<file path="src/rtl/ccp_pkg.sv">
package ccp_pkg;
  typedef enum logic [1:0] {PH_CMD = 2'd0, PH_WR = 2'd1, PH_RD = 2'd2} phase_e;
  typedef enum logic [1:0] {TGT_NONE = 2'd0, TGT_CHEN = 2'd1, TGT_GLOB = 2'd2, TGT_CHAN = 2'd3} target_e;
  // command pair codes with bit 0 dropped
  localparam logic [6:0] CHEN_PAIR  = 7'h25; // 4Ah / 4Bh
  localparam logic [6:0] GLOB_PAIR  = 7'h23; // 46h / 47h
  localparam logic [3:0] CHAN_GROUP = 4'h5;  // 50h..5Fh
endpackage

</file>
<file path="src/rtl/ccp_sync.sv">
module ccp_sync #(
  parameter int unsigned WIDTH = 3,
  parameter int unsigned STAGES = 2,
  parameter logic [WIDTH-1:0] RST_VAL = '0
) (
  input  logic             clk_i,
  input  logic             rst_ni,
  input  logic [WIDTH-1:0] async_i,
  output logic [WIDTH-1:0] sync_o,
  output logic [WIDTH-1:0] rise_o,
  output logic [WIDTH-1:0] fall_o
);
  logic [WIDTH-1:0] stage_q [STAGES];
  logic [WIDTH-1:0] last_q;

  for (genvar s = 0; s < STAGES; s++) begin : g_stage
    always_ff @(posedge clk_i or negedge rst_ni) begin
      if (!rst_ni) stage_q[s] <= RST_VAL;
      else if (s == 0) stage_q[s] <= async_i;
      else stage_q[s] <= stage_q[(s == 0) ? 0 : s-1];
    end
  end

  always_ff @(posedge clk_i or negedge rst_ni) begin
    if (!rst_ni) last_q <= RST_VAL;
    else last_q <= stage_q[STAGES-1];
  end

  assign sync_o = stage_q[STAGES-1];
  assign rise_o = sync_o & ~last_q;
  assign fall_o = ~sync_o & last_q;
endmodule

</file>
<file path="src/rtl/ccp_shift.sv">
module ccp_shift (
  input  logic       clk_i,
  input  logic       rst_ni,
  input  logic       cs_s_i,
  input  logic       cs_rise_i,
  input  logic       cs_fall_i,
  input  logic       sck_rise_i,
  input  logic       sck_fall_i,
  input  logic       sdi_s_i,
  input  logic       tx_req_i,
  input  logic [7:0] tx_byte_i,
  output logic       frame_done_o,
  output logic       frame_ok_o,
  output logic [7:0] rx_byte_o,
  output logic       sdo_o,
  output logic       sdo_oe_o
);
  logic [3:0] bit_cnt_q;
  logic [7:0] rx_q, tx_q;
  logic       oe_q;

  always_ff @(posedge clk_i or negedge rst_ni) begin
    if (!rst_ni) begin
      bit_cnt_q <= '0;
      rx_q      <= '0;
      tx_q      <= '0;
      oe_q      <= 1'b0;
    end else begin
      if (cs_fall_i) begin
        bit_cnt_q <= '0;
        if (tx_req_i) begin
          tx_q <= tx_byte_i;
          oe_q <= 1'b1;
        end
      end else if (!cs_s_i && sck_rise_i) begin
        rx_q <= {rx_q[6:0], sdi_s_i};
        if (bit_cnt_q != 4'd9) bit_cnt_q <= bit_cnt_q + 4'd1; // saturate: 9 means too long
      end else if (!cs_s_i && sck_fall_i && oe_q) begin
        tx_q <= {tx_q[6:0], 1'b0};
      end
      if (cs_rise_i) oe_q <= 1'b0;
    end
  end

  assign frame_done_o = cs_rise_i;
  assign frame_ok_o   = (bit_cnt_q == 4'd8);
  assign rx_byte_o    = rx_q;
  assign sdo_o        = oe_q & tx_q[7];
  assign sdo_oe_o     = oe_q;
endmodule

</file>
<file path="src/rtl/ccp_ctrl.sv">
module ccp_ctrl
  import ccp_pkg::*;
#(
  parameter int unsigned N_SLOTS = 8,
  parameter int unsigned MAX_LEN = 4,
  parameter int unsigned GLOB_BYTES = 2,
  parameter int unsigned LEN_W = 3
) (
  input  logic             clk_i,
  input  logic             rst_ni,
  input  logic             frame_done_i,
  input  logic             frame_ok_i,
  input  logic [7:0]       rx_byte_i,
  output phase_e           phase_o,
  output logic [LEN_W-1:0] idx_o,
  output logic [LEN_W-1:0] len_o,
  output target_e          tgt_o,
  output logic [2:0]       slot_o,
  output logic             wr_en_o
);
  typedef struct packed {
    target_e          tgt;
    logic [LEN_W-1:0] len;
  } dec_t;

  function automatic dec_t decode(input logic [7:0] c);
    dec_t d;
    d.tgt = TGT_NONE;
    d.len = '0;
    if (c[7:1] == CHEN_PAIR) begin
      d.tgt = TGT_CHEN;
      d.len = LEN_W'(1);
    end else if (c[7:1] == GLOB_PAIR) begin
      d.tgt = TGT_GLOB;
      d.len = LEN_W'(GLOB_BYTES);
    end else if (c[7:4] == CHAN_GROUP && 32'(c[3:1]) < N_SLOTS) begin
      d.tgt = TGT_CHAN;
      d.len = LEN_W'((32'(c[3:1]) % MAX_LEN) + 1);
    end
    return d;
  endfunction

  phase_e           phase_q;
  logic [7:0]       cmd_q;
  logic [LEN_W-1:0] idx_q;
  dec_t             dec_cur, dec_in;
  logic             last_byte;

  assign dec_cur   = decode(cmd_q);
  assign dec_in    = decode(rx_byte_i);
  assign last_byte = ((idx_q + LEN_W'(1)) == dec_cur.len);

  always_ff @(posedge clk_i or negedge rst_ni) begin
    if (!rst_ni) begin
      phase_q <= PH_CMD;
      cmd_q   <= '0;
      idx_q   <= '0;
    end else if (frame_done_i) begin
      if (!frame_ok_i) begin
        phase_q <= PH_CMD;
      end else begin
        unique case (phase_q)
          PH_CMD: begin
            cmd_q <= rx_byte_i;
            idx_q <= '0;
            if (dec_in.tgt != TGT_NONE) phase_q <= rx_byte_i[0] ? PH_RD : PH_WR;
          end
          PH_WR, PH_RD: begin
            if (last_byte) phase_q <= PH_CMD;
            else idx_q <= idx_q + LEN_W'(1);
          end
          default: phase_q <= PH_CMD;
        endcase
      end
    end
  end

  assign phase_o = phase_q;
  assign idx_o   = idx_q;
  assign len_o   = dec_cur.len;
  assign tgt_o   = dec_cur.tgt;
  assign slot_o  = cmd_q[3:1];
  assign wr_en_o = frame_done_i && frame_ok_i && (phase_q == PH_WR);
endmodule

</file>
<file path="src/rtl/ccp_regs.sv">
module ccp_regs
  import ccp_pkg::*;
#(
  parameter int unsigned NUM_CH = 4,
  parameter int unsigned N_SLOTS = 8,
  parameter int unsigned MAX_LEN = 4,
  parameter int unsigned GLOB_BYTES = 2,
  parameter int unsigned IDX_W = 3,
  localparam int unsigned SLOT_W = (N_SLOTS > 1) ? $clog2(N_SLOTS) : 1,
  localparam int unsigned BYTE_W = (MAX_LEN > 1) ? $clog2(MAX_LEN) : 1,
  localparam int unsigned GIDX_W = (GLOB_BYTES > 1) ? $clog2(GLOB_BYTES) : 1
) (
  input  logic              clk_i,
  input  logic              rst_ni,
  input  logic              wr_en_i,
  input  target_e           tgt_i,
  input  logic [2:0]        slot_i,
  input  logic [IDX_W-1:0]  idx_i,
  input  logic [7:0]        wr_data_i,
  output logic [7:0]        rd_byte_o,
  output logic [NUM_CH-1:0] chen_o,
  output logic [NUM_CH-1:0] rd_sel_o
);
  logic [NUM_CH-1:0] chen_q;
  logic [7:0]        glob_q [GLOB_BYTES];
  logic [7:0]        ch_rd  [NUM_CH];
  logic [SLOT_W-1:0] slot;
  logic [BYTE_W-1:0] bidx;
  logic [GIDX_W-1:0] gidx;
  logic [7:0]        chan_byte;
  logic              unused_idx;

  assign slot       = slot_i[SLOT_W-1:0];
  assign bidx       = idx_i[BYTE_W-1:0];
  assign gidx       = idx_i[GIDX_W-1:0];
  assign unused_idx = ^{idx_i, slot_i};

  always_ff @(posedge clk_i or negedge rst_ni) begin
    if (!rst_ni) begin
      chen_q <= '0;
      for (int g = 0; g < GLOB_BYTES; g++) glob_q[g] <= '0;
    end else if (wr_en_i) begin
      if (tgt_i == TGT_CHEN) chen_q <= wr_data_i[NUM_CH-1:0];
      if (tgt_i == TGT_GLOB) glob_q[gidx] <= wr_data_i;
    end
  end

  for (genvar ch = 0; ch < NUM_CH; ch++) begin : g_bank
    logic [7:0] mem_q [N_SLOTS][MAX_LEN];
    always_ff @(posedge clk_i or negedge rst_ni) begin
      if (!rst_ni) begin
        for (int s = 0; s < N_SLOTS; s++)
          for (int b = 0; b < MAX_LEN; b++) mem_q[s][b] <= '0;
      end else if (wr_en_i && tgt_i == TGT_CHAN && chen_q[ch]) begin
        mem_q[slot][bidx] <= wr_data_i; // broadcast to every enabled bank
      end
    end
    assign ch_rd[ch] = mem_q[slot][bidx];
  end

  // isolate lowest set enable bit
  assign rd_sel_o = chen_q & (~chen_q + NUM_CH'(1));

  always_comb begin
    chan_byte = '0;
    for (int ch = 0; ch < NUM_CH; ch++)
      if (rd_sel_o[ch]) chan_byte = chan_byte | ch_rd[ch];
  end

  always_comb begin
    unique case (tgt_i)
      TGT_CHEN: rd_byte_o = 8'(chen_q);
      TGT_GLOB: rd_byte_o = glob_q[gidx];
      TGT_CHAN: rd_byte_o = chan_byte;
      default:  rd_byte_o = '0;
    endcase
  end

  assign chen_o = chen_q;
endmodule

</file>
<file path="src/rtl/chan_cmd_port.sv">
module chan_cmd_port
  import ccp_pkg::*;
#(
  parameter int unsigned NUM_CH = 4,
  parameter int unsigned N_SLOTS = 8,
  parameter int unsigned MAX_LEN = 4,
  parameter int unsigned GLOB_BYTES = 2,
  parameter int unsigned SYNC_STAGES = 2,
  localparam int unsigned LEN_MAX = (MAX_LEN > GLOB_BYTES) ? MAX_LEN : GLOB_BYTES,
  localparam int unsigned LEN_W = $clog2(LEN_MAX + 1)
) (
  input  logic clk_i,
  input  logic rst_ni,
  input  logic cs_ni,
  input  logic sck_i,
  input  logic sdi_i,
  output logic sdo_o,
  output logic sdo_oe_o
);
  logic [2:0]        pin_s, pin_rise, pin_fall;
  logic              cs_s, cs_rise, cs_fall, sck_rise, sck_fall, sdi_s;
  logic              unused_edges;
  logic              frame_done, frame_ok, wr_en, tx_req;
  logic [7:0]        rx_byte, rd_byte;
  phase_e            phase;
  target_e           tgt;
  logic [2:0]        slot;
  logic [LEN_W-1:0]  idx, len;
  logic [NUM_CH-1:0] chen, rd_sel;

  ccp_sync #(
    .WIDTH  (3),
    .STAGES (SYNC_STAGES),
    .RST_VAL(3'b100)
  ) u_sync (
    .clk_i  (clk_i),
    .rst_ni (rst_ni),
    .async_i({cs_ni, sck_i, sdi_i}),
    .sync_o (pin_s),
    .rise_o (pin_rise),
    .fall_o (pin_fall)
  );

  assign cs_s         = pin_s[2];
  assign cs_rise      = pin_rise[2];
  assign cs_fall      = pin_fall[2];
  assign sck_rise     = pin_rise[1];
  assign sck_fall     = pin_fall[1];
  assign sdi_s        = pin_s[0];
  assign unused_edges = pin_rise[0] ^ pin_fall[0] ^ pin_s[1];
  assign tx_req       = (phase == PH_RD);

  ccp_shift u_shift (
    .clk_i       (clk_i),
    .rst_ni      (rst_ni),
    .cs_s_i      (cs_s),
    .cs_rise_i   (cs_rise),
    .cs_fall_i   (cs_fall),
    .sck_rise_i  (sck_rise),
    .sck_fall_i  (sck_fall),
    .sdi_s_i     (sdi_s),
    .tx_req_i    (tx_req),
    .tx_byte_i   (rd_byte),
    .frame_done_o(frame_done),
    .frame_ok_o  (frame_ok),
    .rx_byte_o   (rx_byte),
    .sdo_o       (sdo_o),
    .sdo_oe_o    (sdo_oe_o)
  );

  ccp_ctrl #(
    .N_SLOTS   (N_SLOTS),
    .MAX_LEN   (MAX_LEN),
    .GLOB_BYTES(GLOB_BYTES),
    .LEN_W     (LEN_W)
  ) u_ctrl (
    .clk_i       (clk_i),
    .rst_ni      (rst_ni),
    .frame_done_i(frame_done),
    .frame_ok_i  (frame_ok),
    .rx_byte_i   (rx_byte),
    .phase_o     (phase),
    .idx_o       (idx),
    .len_o       (len),
    .tgt_o       (tgt),
    .slot_o      (slot),
    .wr_en_o     (wr_en)
  );

  ccp_regs #(
    .NUM_CH    (NUM_CH),
    .N_SLOTS   (N_SLOTS),
    .MAX_LEN   (MAX_LEN),
    .GLOB_BYTES(GLOB_BYTES),
    .IDX_W     (LEN_W)
  ) u_regs (
    .clk_i    (clk_i),
    .rst_ni   (rst_ni),
    .wr_en_i  (wr_en),
    .tgt_i    (tgt),
    .slot_i   (slot),
    .idx_i    (idx),
    .wr_data_i(rx_byte),
    .rd_byte_o(rd_byte),
    .chen_o   (chen),
    .rd_sel_o (rd_sel)
  );
endmodule

</file>
<file path="config.mk">
export PLATFORM = sky130hd
export DESIGN_NAME = chan_cmd_port
export DESIGN_NICKNAME = d
export VERILOG_FILES = /design/src/rtl/ccp_pkg.sv /design/src/rtl/ccp_sync.sv /design/src/rtl/ccp_shift.sv /design/src/rtl/ccp_ctrl.sv /design/src/rtl/ccp_regs.sv /design/src/rtl/chan_cmd_port.sv
export SDC_FILE = /design/constraint.sdc
export NUM_CORES = 2
export LEC_CHECK = 0
export ABC_AREA = 1
export CAP_MARGIN = 20
export CORE_MARGIN = 2
export CORE_UTILIZATION = 55
export DETAILED_ROUTE_END_ITERATION = 12
export PLACE_DENSITY = 0.69
export RECOVER_POWER = 25
export SYNTH_ARGS = -nofsm -noshare
export SYNTH_HDL_FRONTEND = slang
export SYNTH_SLANG_ARGS = --single-unit
</file>
<file path="constraint.sdc">
create_clock -name clk_i -period 3.1 [get_ports clk_i]
set_input_delay 0.31 -clock clk_i [delete_from_list [all_inputs] [get_ports clk_i]]
set_output_delay 0.31 -clock clk_i [all_outputs]
set_load 0.05 [all_outputs]
</file>
### Word level (Yosys, flattened, before mapping)

Index checks and enable logic that the tools add are counted.

* flip-flop bits (word level): 1087
* logic and storage cells: 283
* input port bits: 5
* output and inout port bits: 2

* magnitude comparators: 6
* bitwise logic cells: 14
* muxes and demuxes: 66
* equal/unequal tests: 19
* reductions and logical operators: 32
* add/sub/neg operators: 5

Operators by type and width (number)
* $bwmux 256: 4
* $bmux 32 s3: 4
* $mux 32: 9
* $mux 8: 21
* $demux 32 s3: 1
* $bmux 8 s2: 4
* $mux 5: 6
* $eq 7x6->1 const B: 4
* $or 8x8->8: 3
* $pmux 8 s3: 1
* $bwmux 16: 1
* $demux 8 s2: 1
* $reduce_bool 2->1: 7
* $logic_and 1x1->1: 13
* $mux 4: 3
* $reduce_and 2->1: 5
* $reduce_and 3->1: 3
* $add 4x1->4 const B: 2
* $demux 8 s1: 1
* $eq 4x3->1 const B: 2
* $mux 2: 4
* $add 2x1->3 const B: 2
* $and 3x3->3: 2
* $eq 2x2->1 const B: 3
* other kinds (30): 36

### Logic depth before layout (Yosys ltp)

* word-level depth: 17
* depth in mapped cells: 18
* gate-level depth less buffers: 15

### Cells and area by module

Synthesis repeated with hierarchy kept, for this count alone.

* cell total of the unflattened synthesis: 6991
* area, all modules: 51398.0 sq um

Modules (own cells, without submodules)
* ccp_regs: sequential area each 26125.1 sq um, cells each 6702, instances 1, area each 49130.9 sq um
* ccp_shift: sequential area each 525.5 sq um, cells each 142, instances 1, area each 1103.6 sq um
* ccp_ctrl: sequential area each 300.3 sq um, cells each 121, instances 1, area each 857.1 sq um
* ccp_sync: sequential area each 229.0 sq um, cells each 24, instances 1, area each 296.5 sq um
* chan_cmd_port: sequential area each 0.0 sq um, cells each 2, instances 1, area each 10.0 sq um

### Worst setup path after synthesis

OpenSTA, ideal clock, no wires.

* kind: register to register
* start: register u_ctrl.idx_q[0], in the netlist u_ctrl.idx_o[0]
* end: register u_regs.g_bank[3].mem_q[159] (netlist bit)
* clock period less this slack: 2.289 ns
* data required time: 2.967 ns
* library setup time: 0.133 ns
* path slack: 0.811 ns
* cell stages (with the launch flop): 12
* path buffers: 4
* arrival: 2.155 ns
* cell sequence: dfrtp_1 -> clkbuf_1 -> inv_2 -> buf_2 -> buf_1 -> ha_1 -> inv_1 -> nor2_1 -> nand2_2 -> buf_2 -> nand2_1 -> o21ai_0

* word-level cells in the longest chain between the ends: 8
* elaborated cells on any way between the ends: 9
* classes of those cells: order compare: 2; mux: 5; bitwise: 1; reduce/logical: 1

Ends and longest elaborated chain
* from (decl): RTL line ccp_ctrl.sv:45 `logic [LEN_W-1:0] idx_q;`
* from (signal assigned): RTL line ccp_ctrl.sv:70 `else idx_q <= idx_q + LEN_W'(1);`
* $not 2->3 (implied by the code) (*): RTL line ccp_regs.sv:55 `mem_q[slot][bidx] <= wr_data_i;`
* $ge 3x3->1 (implied by the code) / $lt 3x1->1 (equally long branches): RTL line ccp_regs.sv:55
* $logic_and 1x1->1 (implied by the code): RTL line ccp_regs.sv:55
* $mux 8 (implied by the code): RTL line ccp_regs.sv:55
* $demux 8 s2 (*): RTL line ccp_regs.sv:55
* $mux 32 (implied by the code) (*): RTL line ccp_regs.sv:55
* $demux 32 s3 (*): RTL line ccp_regs.sv:55
* $bwmux 256 (*): RTL line ccp_regs.sv:55
* to (signal, indexed assignment): RTL line ccp_regs.sv:55
* to (decl): RTL line ccp_regs.sv:49 `logic [7:0] mem_q [N_SLOTS][MAX_LEN];`

Mark *: on every way between the ends. The rest lies on a longest branch, timed or not.
A chain may end at the register's enable or synchronous reset.

### Worst setup path in the final report

* start: register u_ctrl.cmd_q[1]
* end: register u_regs.g_bank[1].mem_q[12] (netlist bit)

* word-level cells in the longest chain between the ends: 6
* elaborated cells on any way between the ends: 14
* classes of those cells: order compare: 2; eq/ne: 3; mux: 5; bitwise: 1; reduce/logical: 3

Ends and longest elaborated chain
* from (decl): RTL line ccp_ctrl.sv:44 `logic [7:0] cmd_q;`
* from (signal assigned): RTL line ccp_ctrl.sv:64 `cmd_q <= rx_byte_i;`
* $not 3->4 (implied by the code) / $eq 7x6->1 (equally long branches): RTL line ccp_regs.sv:55, ccp_ctrl.sv:33
* $ge 4x4->1 (implied by the code) (tied with other cells): RTL line ccp_regs.sv:55
* $logic_and 1x1->1 (implied by the code) / $mux 5 (equally long branches): RTL line ccp_regs.sv:55, ccp_ctrl.sv:30
* $mux 32 (implied by the code) / $eq 2x2->1 (equally long branches): RTL line ccp_regs.sv:55, ccp_regs.sv:54
* $demux 32 s3 / $logic_and 1x1->1 (equally long branches): RTL line ccp_regs.sv:55, ccp_regs.sv:54
* $bwmux 256 / $logic_and 1x1->1 (equally long branches): RTL line ccp_regs.sv:55, ccp_regs.sv:54
* to (signal, indexed assignment): RTL line ccp_regs.sv:55
* to (decl): RTL line ccp_regs.sv:49

Parallel ways exist; a longest one is shown, timed or not.

==> summary.md <==
| Metric | Value |
|---|---|
| Cell variety after synth | `39` |
| Main combinational cell family by area after synthesis | `simple AND/OR/NAND/NOR gates` |
| Multiplexer share of the synthesized area | `0%` |
| Post-DP HPWL | `around 100,000 um` |
| Routed vias | `approximately 44,000` |
| Worst path cell trace | `buf_12 > nand2_1 > buf_4 > nor2_1 > nand2_2 > o21ai_0` |
| FMAX | `around 340 MHz` |
| Synth Area in Simple Gates | `~28%` |
| Synth Net Count | `6,449` |
| Initial Utilization | `approximately 55%` |
| Fraction of layout cells with a size suffix above 1 | `9.02%` |
| Failing checks | `max-capacitance violations, max-slew violations` |
| CTS buffer count | `113` |
| Post-synth EDFFs | `0` |
| Hold/Removal Path Class | `primary input to register` |
| Initial antenna violation count | `0` |
| RSZ-0062 raised after global routing | `false` |
| Final period util | `93.6%` |
| First-pass GRT wire length | `about 250,000 um` |
| Reg2Reg Capture Point | `u_regs.g_bank[1].mem_q[12]$_DFFE_PN0P_` |
| Setup_tns | `0 ns` |
| Critical Path RT | `~3.7 ns` |
| Final Hold Vio Count | `0` |
| Worst setup EP type | `register` |
| DRT Pass-1 Iters | `6` |
| Die X | `about 310 um` |
| Worst-Skew Late Latency | `0.72 ns` |
| GP Congestion | `between 0.9 and 1` |
| DR WL/cell | `21.5 um` |
| Die area | `approximately 94,000 um^2` |
| WP data arrival | `~3.5 ns` |
| R2r worst-path depth | `6` |
| Mapped cell area | `50,400 um^2` |
| Compound-Gate Fraction of Synth Area | `between 10% and 20%` |
| VDD IR-drop max | `approximately 0.00048 V` |
| Synth Flop Type | `dfrtp_1` |
| Least-Margin Pin Slew | `about 2.2 ns` |
| Hold Startpoint | `sck_i` |
| Adder-cell share of the synthesized area | `less than 1%` |
| Area delta synth->final | `11.1%` |
| Die height | `~310 um` |
| Postcts setup bufs | `0` |
| Worst r2r src | `u_ctrl.cmd_q[1]$_DFFE_PN0P_` |
| Power per Cell Area | `around 530 nW/um^2` |
| Core area | `just over 90,000 um^2` |
| Setup Viol. Count Final | `0` |
| Buffers on Ports | `6` |
| Synth Warn # | `0` |
| Leak | `about 27 nW` |
| Skew final | `0.0225 ns` |
| Max cap viols | `1` |
| Reg2reg setup slack | `slightly below 0.2 ns` |
| Reg clk slew, reported paths | `approximately 0.06 ns` |
| Grt ovf | `0` |
| Post-layout nets | `6,329` |
| FF+latch count, synth | `1,085` |
| Ys async rst share | `100%` |
| Routed Antenna Nets | `0` |
| Worst-case clock buffer depth | `3` |
| Post-Synth XOR/XNOR Area | `less than 1%` |
| H-tree levels | `3` |
| Via density per instance | `around 5.8` |
| Critical path launch point type | `register` |
| All-Layer GR Usage | `a little over a third` |
| Number of I/O pins | `7` |
| Synth Instances | `approximately 6,400` |
| Drt total wl | `roughly 160,000 um` |
| Outcome | `finished with violations` |
| Worst hold stages | `1` |
| CP max-delay cell | `nor2_1` |
| Layout filler cell count | `about 8,000` |
| Crit Path Category | `register to register` |
| Relative slew slack | `-44.9%` |
| Row cnt | `~110` |
| Register area share after synthesis | `a little over half` |
| Hold endpoint | `u_sync.stage_q[4]$_DFF_PN0_` |
| DRT iter0 DRCs | `between 5,000 and 6,000` |
| TritonCTS clock tree | `yes` |
| Top delay family on crit path | `simple AND/OR/NAND/NOR gates` |
| Crit Path Max Fanout | `54` |
| Clk Tree Root Cell | `clkbuf_16` |
| Slew Viols, Final | `21` |
| Slowest cell delay on critical path | `0.72 ns` |
| Largest net degree at the start of global routing | `154` |
| Vias in the first global route | `~42,000` |
| Fin crit period | `roughly 2.9 ns` |
| Clock Sinks | `between 1,000 and 1,500` |
| Buffers & Inverters on Critical Path | `2` |
| Antenna Cells | `0` |
| Avg Synthesized Cell Area | `just under 8 um^2` |
| Tot Pwr | `around 30 mW` |
| DRC viols | `0` |
-- kinds of logic after synthesis --
family	Yosys count
simple gates	3499
compound gates	1186
flops	1085
buf+inv	642
fa+ha+maj	14
xor+xnor	4
-- routing by layer --
| metal | vias up | share of wire [%] | GRT usage, % |
|---|---|---|---|
| li1 | 20400 | - | - |
| met1 | 21300 | 42 | 48.8 |
| met2 | 2165 | 44 | 53.9 |
| met3 | 425 | 9.3 | 6.66 |
| met4 | 0 | 4.8 | 15.2 |
| met5 | - | 0 | 0 |
-- worst reg2reg max path: cells and delay by family (launching register included) --
family / cells / cell delay, ns
DFF: 1 / 0.54
and+or+nand+nor: 3 / 1.36
buffers and inverters: 2 / 0.58
AOI/OAI and AO/OA: 1 / 0.32
-- placed cells by master, fill, tap and decap left out, types with 7 or more instances in the layout --
master	n
a21oi_1	81
buf_12	50
buf_4	158
bufinv_16	7
clkbuf_1	19
clkbuf_16	114
clkbuf_8	31
clkinv_2	29
dfrtp_1	1078
ha_1	14
inv_1	167
inv_4	9
nand2_1	2588
nand2_2	123
nand3_1	392
nand4_1	81
nor2_1	282
nor2_4	11
o21ai_0	1015
o21ai_1	76
-- report_power, final --
part | total, mW | leakage [nW] | internal [mW] | switching [mW]
Combinational | 1.75 | 9.62 | 0.194 | 1.56
Clock | 14.0 | 1.91 | 8.08 | 5.87
Sequential | 14.2 | 15.1 | 14.2 | 0.0374
Total | 29.9 | 26.6 | 22.5 | 7.47
-- per-stage QoR --
step / setup WS (ns) / utilization [%] / cell area [um^2] / hold WS, ns / cells
after floorplan: 0.811 / - / 50400 / 0.0144 / 6430
after global placement: 0.326 / 57.2 / 52200 / 0.211 / 7379
after detailed placement: 0.307 / 57.2 / 52200 / 0.211 / 7379
after CTS: 0.276 / 61.4 / 56000 / 0.0244 / 7592
after global routing: 0.0582 / 61.4 / 56000 / 0.166 / 7592
final: 0.199 / 61.4 / 56000 / 0.154 / 7592
-- timing repair --
| item | 4_1_cts | 5_1_grt |
|---|---|---|
| endpoints found under the hold margin | 469 | 0 |
| hold buffers | 2 | 0 |
| gates resized for setup | 0 | 0 |
-- layout make-up --
cell class	instances	area, um^2	area share (%)
Sequential cell	1085	27200	48.5
Multi-Input combinational cell	4703	20500	36.6
Clock buffer	162	3340	5.97
Timing Repair Buffer	224	2320	4.14
Tap cell	1186	1480	2.65
Inverter	183	719	1.28
Clock inverter	49	495	0.885
-- cell usage after synthesis (3+ instances only) --
master / count / share of area [%]
buf_6: 12 / 0.27
o21ai_1: 76 / 0.75
a21oi_1: 81 / 0.80
ha_1: 14 / 0.35
o21ai_0: 1015 / 10
nand2_1: 2588 / 19
o32ai_1: 4 / 0.069
nor2_4: 6 / 0.13
inv_1: 177 / 1.3
buf_2: 233 / 2.3
a22oi_1: 4 / 0.060
nor2_2: 9 / 0.11
inv_2: 5 / 0.037
nand3_1: 392 / 3.9
nand2_2: 123 / 1.5
dfrtp_1: 1082 / 54
clkbuf_1: 182 / 1.4
nor3_1: 3 / 0.030
buf_4: 8 / 0.12
nand4_1: 81 / 1.0
or2_2: 6 / 0.074
nor2_1: 283 / 2.1
buf_1: 24 / 0.18
dfstp_2: 3 / 0.16
-- worst max-delay path by stage --
stage | startpoint | end | slack [ns] | cells past startpoint
2_1_floorplan | u_ctrl.idx_o[0]$_DFFE_PN0P_ | u_regs.g_bank[3].mem_q[159]$_DFFE_PN0P_ | 0.81 | 11
3_3_place_gp | u_ctrl.cmd_q[1]$_DFFE_PN0P_ | u_regs.g_bank[1].mem_q[10]$_DFFE_PN0P_ | 0.33 | 7
3_5_place_dp | u_ctrl.cmd_q[1]$_DFFE_PN0P_ | u_regs.g_bank[1].mem_q[11]$_DFFE_PN0P_ | 0.31 | 6
4_1_cts | u_ctrl.cmd_q[1]$_DFFE_PN0P_ | u_regs.g_bank[1].mem_q[12]$_DFFE_PN0P_ | 0.28 | 6
5_1_grt | rst_ni | u_regs.g_bank[2].mem_q[136]$_DFFE_PN0P_ | 0.06 | 3
6_report | u_ctrl.cmd_q[1]$_DFFE_PN0P_ | u_regs.g_bank[1].mem_q[12]$_DFFE_PN0P_ | 0.20 | 6
-- sequential cells by signal, indices dropped and copies added, names as in the netlist --
signal               flops
u_shift.sdo_oe_o         1
u_sync.sync_o            3
u_ctrl.cmd_q             7
u_regs.glob_q           16
u_sync.last_q            2
u_shift.rx_byte_o        8
u_shift.tx_q             8
u_regs.g_bank.mem_q   1024
u_regs.chen_o            4
u_ctrl.phase_o           2
u_shift.bit_cnt_q        4
u_sync.stage_q           3
u_ctrl.idx_o             3
No activity file was read; power rests on OpenSTA's default activity.
